## src/rtl/hts_pkg.sv

```systemverilog
package hts_pkg;
  typedef enum logic [1:0] {
    HS_NONE  = 2'b00,
    HS_ACK   = 2'b01,
    HS_NAK   = 2'b10,
    HS_STALL = 2'b11
  } hs_e;

  localparam int STAT_W    = 16;
  localparam int B_ACK     = 0;
  localparam int B_ERR     = 1;
  localparam int B_TMO     = 2;
  localparam int B_TOG     = 3;
  localparam int B_LEN     = 5;
  localparam int B_NAK     = 6;
  localparam int B_STALL   = 7;
  localparam int B_UNDER   = 10;
  localparam int B_OVER    = 11;

  localparam logic [STAT_W-1:0] LIVE_MASK =
    (16'h1 << B_ACK) | (16'h1 << B_ERR) | (16'h1 << B_TMO) |
    (16'h1 << B_TOG) | (16'h1 << B_LEN) | (16'h1 << B_NAK) |
    (16'h1 << B_STALL) | (16'h1 << B_UNDER) | (16'h1 << B_OVER);

  typedef struct packed {
    logic ack;
    logic err;
    logic tmo;
    logic nak;
    logic stall;
    logic tog;
  } outcome_t;
endpackage

```

## src/rtl/hts_rst_sync.sv

```systemverilog
module hts_rst_sync #(
  parameter int STAGES = 2
) (
  input  logic clk,
  input  logic rst_n,
  output logic rst_n_sync
);
  logic [STAGES-1:0] chain_q;

  always_ff @(posedge clk or negedge rst_n) begin
    if (!rst_n) chain_q <= '0;
    else        chain_q <= {chain_q[STAGES-2:0], 1'b1};
  end

  assign rst_n_sync = chain_q[STAGES-1];
endmodule

```

## src/rtl/hts_outcome_resolve.sv

```systemverilog
module hts_outcome_resolve
  import hts_pkg::*;
(
  input  hs_e      hs,
  input  logic     timeout,
  input  logic     crc5_err,
  input  logic     crc16_err,
  input  logic     pid_err,
  input  logic     rx_toggle,
  input  logic     iso_xfer,
  output outcome_t res
);
  logic any_err;
  logic ack_cond;

  assign any_err  = crc5_err | crc16_err | pid_err;
  assign ack_cond = iso_xfer ? (hs == HS_NONE || hs == HS_ACK) : (hs == HS_ACK);

  always_comb begin
    res = '0;
    if (timeout)              res.tmo   = 1'b1;
    else if (any_err)         res.err   = 1'b1;
    else if (hs == HS_STALL)  res.stall = 1'b1;
    else if (hs == HS_NAK)    res.nak   = 1'b1;
    else if (ack_cond)        res.ack   = 1'b1;
    res.tog = res.ack & rx_toggle;
  end
endmodule

```

## src/rtl/hts_len_cmp.sv

```systemverilog
module hts_len_cmp #(
  parameter int CNT_W = 10
) (
  input  logic [CNT_W-1:0] rx_count,
  input  logic [CNT_W-1:0] host_count,
  output logic             over,
  output logic             under,
  output logic             exc
);
  logic [CNT_W:0] diff;

  assign diff  = {1'b0, rx_count} - {1'b0, host_count};
  assign under = diff[CNT_W];
  assign over  = ~diff[CNT_W] & (|diff[CNT_W-1:0]);
  assign exc   = over | under;
endmodule

```

## src/rtl/hts_tok_reg.sv

```systemverilog
module hts_tok_reg (
  input  logic        clk,
  input  logic        rst_n,
  input  logic        we,
  input  logic [15:0] wdata,
  output logic [3:0]  pid,
  output logic [3:0]  ep
);
  logic [7:0] ctl_d, ctl_q;
  logic       unused_rsvd;

  assign unused_rsvd = ^wdata[15:8];

  always_comb begin
    ctl_d = ctl_q;
    if (we) ctl_d = wdata[7:0];
  end

  always_ff @(posedge clk or negedge rst_n) begin
    if (!rst_n)  ctl_q <= '0;
    else if (we) ctl_q <= ctl_d;
  end

  assign pid = ctl_q[7:4];
  assign ep  = ctl_q[3:0];
endmodule

```

## src/rtl/hts_status_reg.sv

```systemverilog
module hts_status_reg
  import hts_pkg::*;
(
  input  logic              clk,
  input  logic              rst_n,
  input  logic              start,
  input  logic              done,
  input  outcome_t          res,
  input  logic              over,
  input  logic              under,
  input  logic              exc,
  output logic [STAT_W-1:0] word
);
  logic [STAT_W-1:0] raw, cap, st_d, st_q;
  logic              en;

  always_comb begin
    raw          = '0;
    raw[B_ACK]   = res.ack;
    raw[B_ERR]   = res.err;
    raw[B_TMO]   = res.tmo;
    raw[B_TOG]   = res.tog;
    raw[B_LEN]   = exc;
    raw[B_NAK]   = res.nak;
    raw[B_STALL] = res.stall;
    raw[B_UNDER] = under;
    raw[B_OVER]  = over;
  end

  for (genvar i = 0; i < STAT_W; i++) begin : g_mask
    if (LIVE_MASK[i]) begin : g_live
      assign cap[i] = raw[i];
    end else begin : g_zero
      assign cap[i] = 1'b0;
    end
  end

  assign en = start | done;

  always_comb begin
    st_d = st_q;
    if (done)       st_d = cap;
    else if (start) st_d = '0;
  end

  always_ff @(posedge clk or negedge rst_n) begin
    if (!rst_n)  st_q <= '0;
    else if (en) st_q <= st_d;
  end

  assign word = st_q;
endmodule

```

## src/rtl/hts_txn_status_log.sv

```systemverilog
module hts_txn_status_log
  import hts_pkg::*;
#(
  parameter int CNT_W = 10
) (
  input  logic              clk,
  input  logic              rst_n,
  input  logic              txn_start,
  input  logic              txn_done,
  input  logic [1:0]        hs_class,
  input  logic              timeout,
  input  logic              crc5_err,
  input  logic              crc16_err,
  input  logic              pid_err,
  input  logic              rx_toggle,
  input  logic              iso_xfer,
  input  logic [CNT_W-1:0]  rx_count,
  input  logic [CNT_W-1:0]  host_count,
  input  logic              ctl_we,
  input  logic [15:0]       ctl_wdata,
  output logic [15:0]       status,
  output logic [3:0]        tok_pid,
  output logic [3:0]        tok_ep
);
  logic     rst_n_int;
  outcome_t res;
  logic     over, under, exc;

  hts_rst_sync #(.STAGES(2)) u_rst (
    .clk(clk), .rst_n(rst_n), .rst_n_sync(rst_n_int)
  );

  hts_outcome_resolve u_res (
    .hs(hs_e'(hs_class)), .timeout(timeout), .crc5_err(crc5_err),
    .crc16_err(crc16_err), .pid_err(pid_err), .rx_toggle(rx_toggle),
    .iso_xfer(iso_xfer), .res(res)
  );

  hts_len_cmp #(.CNT_W(CNT_W)) u_len (
    .rx_count(rx_count), .host_count(host_count),
    .over(over), .under(under), .exc(exc)
  );

  hts_status_reg u_stat (
    .clk(clk), .rst_n(rst_n_int), .start(txn_start), .done(txn_done),
    .res(res), .over(over), .under(under), .exc(exc), .word(status)
  );

  hts_tok_reg u_tok (
    .clk(clk), .rst_n(rst_n_int), .we(ctl_we), .wdata(ctl_wdata),
    .pid(tok_pid), .ep(tok_ep)
  );
endmodule

```

## config.mk

```make
export PLATFORM = sky130hd
export DESIGN_NAME = hts_txn_status_log
export DESIGN_NICKNAME = d
export VERILOG_FILES = /design/src/rtl/hts_pkg.sv /design/src/rtl/hts_rst_sync.sv /design/src/rtl/hts_outcome_resolve.sv /design/src/rtl/hts_len_cmp.sv /design/src/rtl/hts_tok_reg.sv /design/src/rtl/hts_status_reg.sv /design/src/rtl/hts_txn_status_log.sv
export SDC_FILE = /design/constraint.sdc
export NUM_CORES = 1
export LEC_CHECK = 0
export CAP_MARGIN = 0
export CORE_UTILIZATION = 38
export DETAILED_ROUTE_END_ITERATION = 16
export PLACE_DENSITY = 0.8
export SYNTH_ARGS = -nofsm -noshare
export SYNTH_HDL_FRONTEND = slang
export SYNTH_SLANG_ARGS = --single-unit
```

## constraint.sdc

```tcl
create_clock -name clk -period 0.8 [get_ports clk]
set_input_delay 0.16 -clock clk [delete_from_list [all_inputs] [get_ports clk]]
set_output_delay 0.16 -clock clk [all_outputs]
set_load 0.02 [all_outputs]
```

After elaboration in Yosys (flattened, before gate mapping)

Index checks and enable logic that the tools add are counted.

Output and inout port bits: 24
Register bits after elaboration: 26
Word-level logic and storage cells: 34
Bits of input ports: 49

Bitwise logic cells: 7
$add $sub $neg: 1
Reductions and logical operators: 5
Mux-type cells: 15
Equality and inequality tests: 3

Operators by type and width:

| operator                                                               | number |
|---|---|
| 16-bit two-way mux                                                     | 2 |
| 10-bit by 10-bit subtractor with 11-bit output                         | 1 |
| 1-bit two-way mux                                                      | 10 |
| 10-bit OR reduction                                                    | 1 |
| 2-bit two-way mux                                                      | 3 |
| 2-bit equality test (second input constant)                            | 2 |
| 1-bit bitwise OR                                                       | 4 |
| 1-bit bitwise AND                                                      | 2 |
| 2-bit by 1-bit equality test with 1-bit output (second input constant) | 1 |
| 2-bit zero test                                                        | 1 |
| 2-bit AND reduction                                                    | 1 |
| 2-bit nonzero test                                                     | 1 |
| 1-bit logical OR                                                       | 1 |
| 1-bit inverter                                                         | 1 |

Longest topological paths before layout

Gate-level depths: netlist of run 1.

Depth after elaboration: 10
Gate-level depth with buffers: 10
Mapped depth without buffers: 10

Modules after synthesis

Synthesis of run 1 repeated with hierarchy kept, for this count alone.

Cells, all modules: 123
Area total of the unflattened synthesis: 1,341.3 um2

Modules (own cells, without submodules):

| module              | sequential area each (um2) | instances | cells each | area each (um2) |
|---|---|---|---|---|
| hts_len_cmp         | 0.0                        | 1         | 65         | 496.7 |
| hts_status_reg      | 225.2                      | 1         | 28         | 392.9 |
| hts_tok_reg         | 200.2                      | 1         | 17         | 331.6 |
| hts_outcome_resolve | 0.0                        | 1         | 10         | 66.3 |
| hts_rst_sync        | 50.0                       | 1         | 3          | 53.8 |

Least setup slack after synthesis of run 1

No wires, ideal clock.

Kind: in2reg
Start point: input rx_count[0]
End point: register u_stat.st_q[5], in the netlist u_stat.word[5]
Cell stages on the path: 9
Data arrival time: 1.923 ns
Data required time: 0.668 ns
Slack: -1.255 ns
Cells stage by stage: inv_1 ha_1 inv_1 fa_1 xnor2_1 nand3b_4 or4_1 nor3_2 a31oi_1

Word-level cells in the longest chain between the ends: 5
Elaborated cells between the ends (all ways): 6
Classes of those cells: add/sub: 1; mux: 1; bitwise: 3; reduce/logical: 1

Ends and longest elaborated chain:

| item                                                  | line                     | RTL |
|---|---|---|
| start: declaration                                    | hts_txn_status_log.sv:17 | `input logic [CNT_W-1:0] rx_count,` |
| 10-bit by 10-bit subtractor with 11-bit output *      | hts_len_cmp.sv:12        | `assign diff = {1'b0, rx_count} - {1'b0, host_count};` |
| 10-bit OR reduction or 1-bit inverter (tied branches) | hts_len_cmp.sv:14        | `assign over = ~diff[CNT_W] & (\|diff[CNT_W-1:0]);` |
| 1-bit bitwise AND                                     | hts_len_cmp.sv:14        |  |
| 1-bit bitwise OR *                                    | hts_len_cmp.sv:15        | `assign exc = over \| under;` |
| 16-bit two-way mux *                                  | hts_status_reg.sv:42     | `if (done) st_d = cap;` |
| end signal: assignment                                | hts_status_reg.sv:48     | `else if (en) st_q <= st_d;` |
| end: declaration                                      | hts_status_reg.sv:14     | `logic [STAT_W-1:0] raw, cap, st_d, st_q;` |

Every way passes the cells marked *; elsewhere a longest branch is shown, timed or not.
A chain may end at the register's enable or synchronous reset.

Worst setup path in the final report of run 1

Start point: input host_count[8]
End point: register u_stat.st_q[5], in the netlist u_stat.word[5]

Word-level cells in the longest chain between the ends: 5
Elaborated cells between the ends (all ways): 6
Classes of those cells: add/sub: 1; mux: 1; bitwise: 3; reduce/logical: 1

Ends and longest elaborated chain:

| item                                                  | line                     | RTL |
|---|---|---|
| start: declaration                                    | hts_txn_status_log.sv:18 | `input logic [CNT_W-1:0] host_count,` |
| 10-bit by 10-bit subtractor with 11-bit output *      | hts_len_cmp.sv:12        |  |
| 10-bit OR reduction or 1-bit inverter (tied branches) | hts_len_cmp.sv:14        |  |
| 1-bit bitwise AND                                     | hts_len_cmp.sv:14        |  |
| 1-bit bitwise OR *                                    | hts_len_cmp.sv:15        |  |
| 16-bit two-way mux *                                  | hts_status_reg.sv:42     |  |

Marked as above.

==> Implementation_results.wiki, run 1 <==
{| class="wikitable"
! Metric !! Value
|-
| Placer Congestion || 0.862
|-
| Diode insertion count for antenna repair || 0
|-
| Post-CTS clock slew at the launch and capture registers of the worst setup and hold paths || 0.11 ns
|-
| Post-synthesis instance area || 1280 µm²
|-
| Clock root buffer || sky130_fd_sc_hd__clkbuf_4
|-
| Leading cell types by total area after synthesis || sky130_fd_sc_hd__dfrtp_1 (37%), sky130_fd_sc_hd__ha_1 (9.8%), sky130_fd_sc_hd__mux2_2 (7.0%)
|-
| Biggest area consumer among synthesized cells || sky130_fd_sc_hd__dfrtp_1
|-
| Avg Cell Area, Syn || 9.57 µm²
|-
| Setup Slack @ Placement || -1.76 ns
|-
| Clock net sink count || 19
|-
| HPWL after detailed placement || 2900 µm
|-
| Total of max-cap violations || 0
|-
| Total Neg Setup Slack || -7.11 ns
|-
| Internal reg-to-reg setup slack || -0.16 ns
|-
| Buffers on Ports || 57
|-
| Maximum clock frequency || 549 MHz
|-
| Xor/xnor cell area share of the yosys netlist || 2.73%
|-
| Clock tree from TritonCTS || built
|-
| Die outline area || 3610 µm²
|-
| Number of clock buffers inserted by TritonCTS || 3
|-
| Global-route wire length before repair || 6960 µm
|-
| R2R depth || 2
|-
| Area fraction in compound gates after synthesis || 16.7%
|-
| Data arrival, critical path || 1.99 ns
|-
| Combinational family with the most area after synthesis || compound AO/OA/AOI/OAI gates
|-
| Layout net count || 295
|-
| Max rail drop VDD || 587 µV
|-
| Area share of fa/ha/maj cells after synthesis || 11.3%
|-
| Final worst path period share || 228%
|-
| Fill count || 146
|-
| Final period demand of the worst path || 1.82 ns
|-
| Top-level port count || 73
|-
| Clock Path Buffers || 2
|-
| Lkg Pwr || 0.00119 µW
|-
| Initial drt markers || 47
|-
| Peak fanout along the critical path || 2
|-
| Critical Path Source Type || input port
|-
| Synth warn || 0
|-
| Library cell contributing the largest single delay on the critical path || sky130_fd_sc_hd__clkdlybuf4s50_1
|-
| Count of H-tree levels built during CTS || 1
|-
| Cell breakdown of the critical path || clkdlybuf4s50_1 -> inv_2 -> ha_4 -> nand4_1 -> o211ai_1 -> or3_4 -> o2111ai_4 -> nor3_4 -> a31oi_1
|-
| Type of the worst setup path || in2reg
|-
| Clock network latency to the later pin of the worst-skew pair || 0.30 ns
|-
| RSZ-0062 raised after global routing || yes
|-
| Global route total overflow || 0
|-
| Initial core utilization || 41.0%
|-
| ANT nets after route || 0
|-
| Power density over the cells || 1200 nW/µm²
|-
| Post-route clock skew || 0.00792 ns
|-
| Post-detailed-routing wire length || 4920 µm
|-
| Required time at the worst-slack endpoint || 0.97 ns
|-
| Cells after Synth || 134
|-
| Total vias in the final route || 1,460
|-
| Area Growth Syn to Fin || 102%
|-
| Number of core rows || 20
|-
| Async set or reset register ratio after synthesis || 100%
|-
| Core area || 3130 µm²
|-
| Critical register-to-register path endpoint || u_tok.ctl_q[4]$_DFFE_PN0P_
|-
| Number of failing hold endpoints at the final stage || 0
|-
| Antenna violations before repair || 0
|-
| DR vias/cell || 5.25
|-
| Hold crit path type || reg2async
|-
| Via count of the first global-routing pass || 1,484
|-
| Fraction of the mapped netlist area in simple logic gates || 15.7%
|-
| Overall fraction of global-route tracks in use || 26.3%
|-
| Post-synth EDFFs || 0
|-
| Setup-violating endpoint count in the final report || 29
|-
| Crit path launch || host_count[8]
|-
| Synthesized flop and latch total || 19
|-
| Cell types with the highest counts after synthesis || sky130_fd_sc_hd__dfrtp_1 (19), sky130_fd_sc_hd__inv_1 (14), sky130_fd_sc_hd__nand2_1 (11)
|-
| CP endpoint || u_stat.word[5]$_DFFE_PN0P_
|-
| Count of different cell masters after synthesis || 42
|-
| Height of the die || 60.1 µm
|-
| Endpoint type of the worst setup path || flip-flop
|-
| Worst R2R Start || u_tok.ctl_q[4]$_DFFE_PN0P_
|-
| Multiplexer area fraction after synthesis || 7.02%
|-
| Most frequent cell after synthesis || sky130_fd_sc_hd__dfrtp_1
|-
| Share of synthesized area occupied by flip-flops and latches || 37.1%
|-
| Width of the die || 60.1 µm
|-
| Fraction of layout instances using a drive strength above 1 || 58.1%
|-
| Violated checks || negative setup slack
|-
| First-pass DRT Iterations || 4
|-
| Largest net degree at the start of global routing || 18
|-
| Average wire per cell in the routed design || 17.7 µm
|-
| Final count of pins violating max slew || 0
|-
| Outcome || finished with violations
|-
| Residual DRC || 0
|-
| Dominant synthesized flop cell || sky130_fd_sc_hd__dfrtp_1
|-
| Delay of the slowest cell on the worst path || 0.47 ns
|-
| Worst Slack Setup Final || -1.02 ns
|-
| Share of the synthesized area in the top cell type || 37.1%
|}
-- worst max-delay path, delay by kind of cell --
family	cells	cell delay, ns
adder cells (fa/ha/maj)	1	0.26
AO/OA/AOI/OAI	3	0.53
buffers and inverters	2	0.52
AND/OR/NAND/NOR	3	0.53
-- sequential cells by signal, summed over array words and instances (netlist names) --
name	count
u_stat.word	9
u_tok.ctl_q	8
u_rst.chain_q	2
-- routing by layer --
layer	global-route usage (%)	routed length, µm	vias to the layer above
met2	53.2	2700	68
met4	8.97	147	0
li1	-	-	663
met5	0	0	-
met3	4.11	321	14
met1	26.7	1750	715
-- cell usage in the layout (no fill, tap or decap), types with 3 or more instances in the layout --
| cell | netlist | routed |
|---|---|---|
| sky130_fd_sc_hd__nor2_1 | 5 | 3 |
| sky130_fd_sc_hd__a21o_1 | 3 | 3 |
| sky130_fd_sc_hd__inv_2 | 0 | 8 |
| sky130_fd_sc_hd__mux2_4 | 0 | 3 |
| sky130_fd_sc_hd__xor2_1 | 3 | 3 |
| sky130_fd_sc_hd__inv_1 | 14 | 4 |
| sky130_fd_sc_hd__clkbuf_4 | 0 | 3 |
| sky130_fd_sc_hd__clkdlybuf4s15_1 | 0 | 4 |
| sky130_fd_sc_hd__clkdlybuf4s50_1 | 0 | 17 |
| sky130_fd_sc_hd__dlygate4sd2_1 | 0 | 8 |
| sky130_fd_sc_hd__conb_1 | 2 | 8 |
| sky130_fd_sc_hd__ha_4 | 0 | 8 |
| sky130_fd_sc_hd__buf_2 | 1 | 3 |
| sky130_fd_sc_hd__dfrtp_1 | 19 | 11 |
| sky130_fd_sc_hd__o21ai_1 | 1 | 4 |
| sky130_fd_sc_hd__dfrtp_2 | 0 | 8 |
| sky130_fd_sc_hd__buf_4 | 7 | 29 |
| sky130_fd_sc_hd__buf_6 | 0 | 33 |
| sky130_fd_sc_hd__mux2_2 | 8 | 5 |
| sky130_fd_sc_hd__o21ai_2 | 0 | 3 |
| sky130_fd_sc_hd__a21oi_1 | 7 | 4 |
| sky130_fd_sc_hd__nand2_1 | 11 | 9 |
-- stage by stage --
step           hold slack, ns  cells  utilization (%)  power [µW]  instance area, µm²
2_1_floorplan          -0.136    140                -        1670                1380
3_3_place_gp            0.180    255             67.7        2170                2120
3_5_place_dp            0.192    255             67.7        2220                2120
4_1_cts               0.00640    270             79.1        2960                2470
5_1_grt                 0.217    278             82.8        3260                2590
6_report                0.214    278             82.8        3110                2590
-- power by group --
part,switching (µW),internal (µW),total (µW)
logic,700,827,1530
registers,60.3,1040,1100
clock network,294,195,489
total,1050,2060,3110
-- how the worst min path moves through the flow --
stage,endpoint,startpoint,cells after the start
finish,u_tok.ctl_q[3]$_DFFE_PN0P_,u_rst.chain_q[1]$_DFF_PN0_,1
global placement,u_tok.ctl_q[4]$_DFFE_PN0P_,u_rst.chain_q[1]$_DFF_PN0_,1
global route,u_stat.word[1]$_DFFE_PN0P_,crc5_err,3
detailed placement,u_tok.ctl_q[3]$_DFFE_PN0P_,u_rst.chain_q[1]$_DFF_PN0_,1
CTS,u_rst.chain_q[1]$_DFF_PN0_,rst_n,1
floorplan,u_rst.chain_q[0]$_DFF_PN0_,rst_n,0
-- cells by family (layout without fill, tap and decap cells) --
family | count (synthesis) | count (layout)
AO/OA/AOI/OAI | 32 | 32
AND/OR/NAND/NOR | 35 | 35
other | 2 | 8
buffers and inverters | 23 | 117
flip-flops | 19 | 19
adder cells (fa/ha/maj) | 11 | 11
XOR/XNOR | 4 | 4
multiplexers | 8 | 8
-- cell type report --
class                           count  area (µm²)  area share [%]
Clock buffer                        4        26.3            1.01
Inverter                           14        67.6            2.61
Multi-Input combinational cell     98        1020            39.5
Sequential cell                    19         485            18.8
Tap cell                           44        55.1            2.13
Timing Repair Buffer               99         932            36.0
-- repair_timing --
| action | CTS | global route |
|---|---|---|
| setup endpoints to repair | 34 | 31 |
| resized for setup | 211 | 20 |
| setup buffers | 12 | 10 |
| pin swaps | 36 | 17 |
| gates cloned | 0 | 0 |
| hold buffers | 0 | 1 |
| hold endpoints to repair | 0 | 2 |
(Power assumes the default switching activity.)
==> run 2, diff against run 1 <==
--- a/config.mk
+++ b/config.mk
@@ -6,9 +6,12 @@
 export NUM_CORES = 1
 export LEC_CHECK = 0
 export CAP_MARGIN = 0
+export CORE_MARGIN = 3
 export CORE_UTILIZATION = 38
 export DETAILED_ROUTE_END_ITERATION = 16
+export GPL_TIMING_DRIVEN = 1
 export PLACE_DENSITY = 0.8
+export SLEW_MARGIN = 10
 export SYNTH_ARGS = -nofsm -noshare
 export SYNTH_HDL_FRONTEND = slang
 export SYNTH_SLANG_ARGS = --single-unit
==> run 2 against run 1 <==
The run still ends with negative setup slack left. Critical path depth grew 2. Die area grew 14%. Clock power grew 4.1%. Final area shrank 0.87%. Sequential share of layout area grew 0.16 points. Maximum frequency grew 1.7%. Wire length grew 1.4%. Via count shrank 2.7%. Largest cell class unchanged. Flip-flop and latch count is the same. Cell count shrank 2.2%.
==> Implementation_results.wiki, run 2 (synthesis results as in run 1) <==
{| class="wikitable"
! Metric !! Value
|-
| Max reg flops || 9 (unchanged)
|-
| Post-detailed-routing wire length || 4990 µm (+1.4%)
|-
| Via count of the first global-routing pass || 1,507 (+1.5%)
|-
| Total of max-cap violations || 0 (unchanged)
|-
| Diode insertion count for antenna repair || 0 (unchanged)
|-
| Global route total overflow || 0 (unchanged)
|-
| Clock root buffer || sky130_fd_sc_hd__clkbuf_4
|-
| Cell-internal power || 2060 µW (about the same)
|-
| Global-route wire length before repair || 7250 µm (+4.1%)
|-
| Cell breakdown of the critical path || buf_8 -> inv_12 -> ha_4 -> inv_2 -> fa_2 -> a21o_1 -> a31o_1 -> or3b_4 -> o221ai_4 -> nor3_4 -> a31oi_1
|-
| Average wire per cell in the routed design || 18.3 µm (+3.7%)
|-
| Initial drt markers || 61 (+30%)
|-
| Final worst path period share || 224% (-3.8 points)
|-
| Total power draw || 3140 µW (+0.78%)
|-
| Core area || 3130 µm² (unchanged)
|-
| Violated checks || negative setup slack
|-
| Area Growth Syn to Fin || 100%
|-
| Setup-violating endpoint count in the final report || 30 (+3.4%)
|-
| Antenna violations before repair || 0 (unchanged)
|-
| Layout net count || 289 (-2.0%)
|-
| Clock net sink count || 19 (unchanged)
|-
| Post-CTS clock slew at the launch and capture registers of the worst setup and hold paths || 0.11 ns (about the same)
|-
| Fraction of layout instances using a drive strength above 1 || 55.3% (-2.9 points)
|-
| Number of clock buffers inserted by TritonCTS || 3 (unchanged)
|-
| Clock tree from TritonCTS || built
|-
| First-pass DRT Iterations || 4 (unchanged)
|-
| Required time at the worst-slack endpoint || 1.02 ns (+0.05 ns)
|-
| Power density over the cells || 1220 nW/µm² (+1.7%)
|-
| Largest net degree at the start of global routing || 18 (unchanged)
|-
| Leading cell type in the layout, fill and taps excluded || sky130_fd_sc_hd__buf_6
|-
| Post-route clock skew || 0.00704 ns (-0.000879 ns)
|-
| Number of failing hold endpoints at the final stage || 0 (unchanged)
|-
| Combinational cell fraction of total power || 48.7% (-0.3 points)
|-
| Type of the worst setup path || in2reg
|-
| Endpoint type of the worst setup path || flip-flop
|-
| Switching power total || 1080 µW (+2.5%)
|-
| Residual DRC || 0 (unchanged)
|-
| Hold crit path type || in2async
|-
| Clock network latency to the later pin of the worst-skew pair || 0.30 ns (about the same)
|-
| Width of the die || 64.1 µm (+6.7%)
|-
| Final period demand of the worst path || 1.79 ns (-0.0306 ns)
|-
| Overall fraction of global-route tracks in use || 23.0% (-3.3 points)
|-
| Most frequent cells in the layout || sky130_fd_sc_hd__buf_6 (28), sky130_fd_sc_hd__buf_4 (26), sky130_fd_sc_hd__clkdlybuf4s50_1 (14), sky130_fd_sc_hd__dlygate4sd2_1 (14), sky130_fd_sc_hd__dfrtp_1 (11)
|-
| Placer Congestion || 0.809 (-6.2%)
|-
| Top-level port count || 73 (unchanged)
|-
| Seq pwr share || 35.1% (-0.2 points)
|-
| HPWL after detailed placement || 2880 µm (-0.65%)
|-
| Buffers on Ports || 57 (unchanged)
|-
| Lkg Pwr || 0.00119 µW (-0.18%)
|-
| Peak fanout along the critical path || 3 (+1)
|-
| Max rail drop VDD || 687 µV (+17%)
|-
| Library cell contributing the largest single delay on the critical path || sky130_fd_sc_hd__or3b_4
|-
| Clock Path Buffers || 2 (unchanged)
|-
| Initial core utilization || 41.0% (unchanged)
|-
| Clock power frac || 16.2% (+0.5 points)
|-
| Final count of pins violating max slew || 0 (unchanged)
|-
| RSZ-0062 raised after global routing || yes
|-
| Height of the die || 64.1 µm (+6.7%)
|-
| Count of H-tree levels built during CTS || 1 (unchanged)
|-
| Total vias in the final route || 1,420 (-2.7%)
|-
| Delay of the slowest cell on the worst path || 0.42 ns (-0.05 ns)
|-
| Maximum clock frequency || 559 MHz (+1.7%)
|-
| Worst Slack Setup Final || -0.990 ns (+0.0306 ns)
|-
| Outcome || finished with violations
|-
| DR vias/cell || 5.22 (-0.59%)
|-
| Data arrival, critical path || 2.01 ns (+0.02 ns)
|-
| Worst hold slack after final layout || 0.0223 ns (-0.191 ns)
|-
| Net switching fraction of the power || 34.4% (+0.57 points)
|-
| Number of core rows || 20 (unchanged)
|-
| Die outline area || 4110 µm² (+14%)
|-
| ANT nets after route || 0 (unchanged)
|-
| Setup Slack @ Placement || -1.76 ns (+0.00433 ns)
|-
| Critical Path Source Type || input port
|}
-- run 2: cell count changes in the layout (fill, tap and decap cells not counted), sizes merged --
cell	change
buf	-9
clkbuf	-1
clkdlybuf4s15	-1
clkdlybuf4s50	-3
dlygate4sd2	+6
dlygate4sd3	-1
dlymetal6s2s	+3
-- run 2: timing repair --
item / CTS / global route
setup buffers: 13 / 6
gates cloned: 0 / 0
pin swaps: 33 / 18
setup endpoints to repair: 34 / 33
hold buffers: 0 / 0
gates resized for setup: 186 / 34
-- run 2: worst paths after layout --
| check | startpoint | to | slack [ns] | depth (start not counted) |
|---|---|---|---|---|
| max reg2reg | u_tok.ctl_q[3]$_DFFE_PN0P_ | u_tok.ctl_q[3]$_DFFE_PN0P_ | -0.15 | 2 |
| min in group clk | timeout | u_stat.word[1]$_DFFE_PN0P_ | 0.18 | 3 |
| max in group asynchronous | u_rst.chain_q[1]$_DFF_PN0_ | u_tok.ctl_q[1]$_DFFE_PN0P_ | 0.35 | 1 |
| min | rst_n | u_rst.chain_q[1]$_DFF_PN0_ | 0.02 | 1 |
| max | rx_count[0] | u_stat.word[5]$_DFFE_PN0P_ | -0.99 | 11 |
| min reg2reg | u_rst.chain_q[1]$_DFF_PN0_ | u_stat.word[11]$_DFFE_PN0P_ | 0.24 | 1 |
-- run 2: stage by stage --
step / std cells / instance area (µm²) / utilization, % / TNS (ns)
floorplan: 140 / 1380 / - / -2.74
global placement: 254 / 2110 / 67.5 / -16.26
detailed placement: 254 / 2110 / 67.5 / -17.14
CTS: 270 / 2420 / 77.2 / -6.50
global route: 272 / 2570 / 82.0 / -8.04
finish: 272 / 2570 / 82.0 / -7.26
-- run 2: area by class of cell --
cell class / count / area [µm²]
multi-input combinational: 98 / 1050
timing repair buffer: 93 / 886
fill: 183 / 562
sequential: 19 / 485
inverter: 14 / 65.1
tap: 44 / 55.1
clock buffer: 4 / 26.3
-- run 2: routing by layer --
| layer | track usage, % | vias up | share of wire [%] |
|---|---|---|---|
| li1 | - | 653 | - |
| met1 | 24.3 | 696 | 37 |
| met2 | 43.4 | 59 | 55 |
| met3 | 3.69 | 12 | 5.5 |
| met4 | 11.9 | 0 | 2.3 |
| met5 | 0 | - | 0 |
-- run 2: worst max-delay path, delay by kind of cell --
family / cells / cell delay, ns
AO/OA/AOI/OAI: 4 / 0.72
AND/OR/NAND/NOR: 2 / 0.49
adder cells (fa/ha/maj): 2 / 0.47
buffers and inverters: 3 / 0.18
-- run 2: power groups by stage --
stage               registers (µW)  logic (µW)  clock network (µW)
finish                        1100        1530                 509
floorplan                     1180         484                   0
global route                  1110        1620                 555
detailed placement            1090        1110                   0
CTS                           1090        1340                 480
global placement              1090        1070                   0
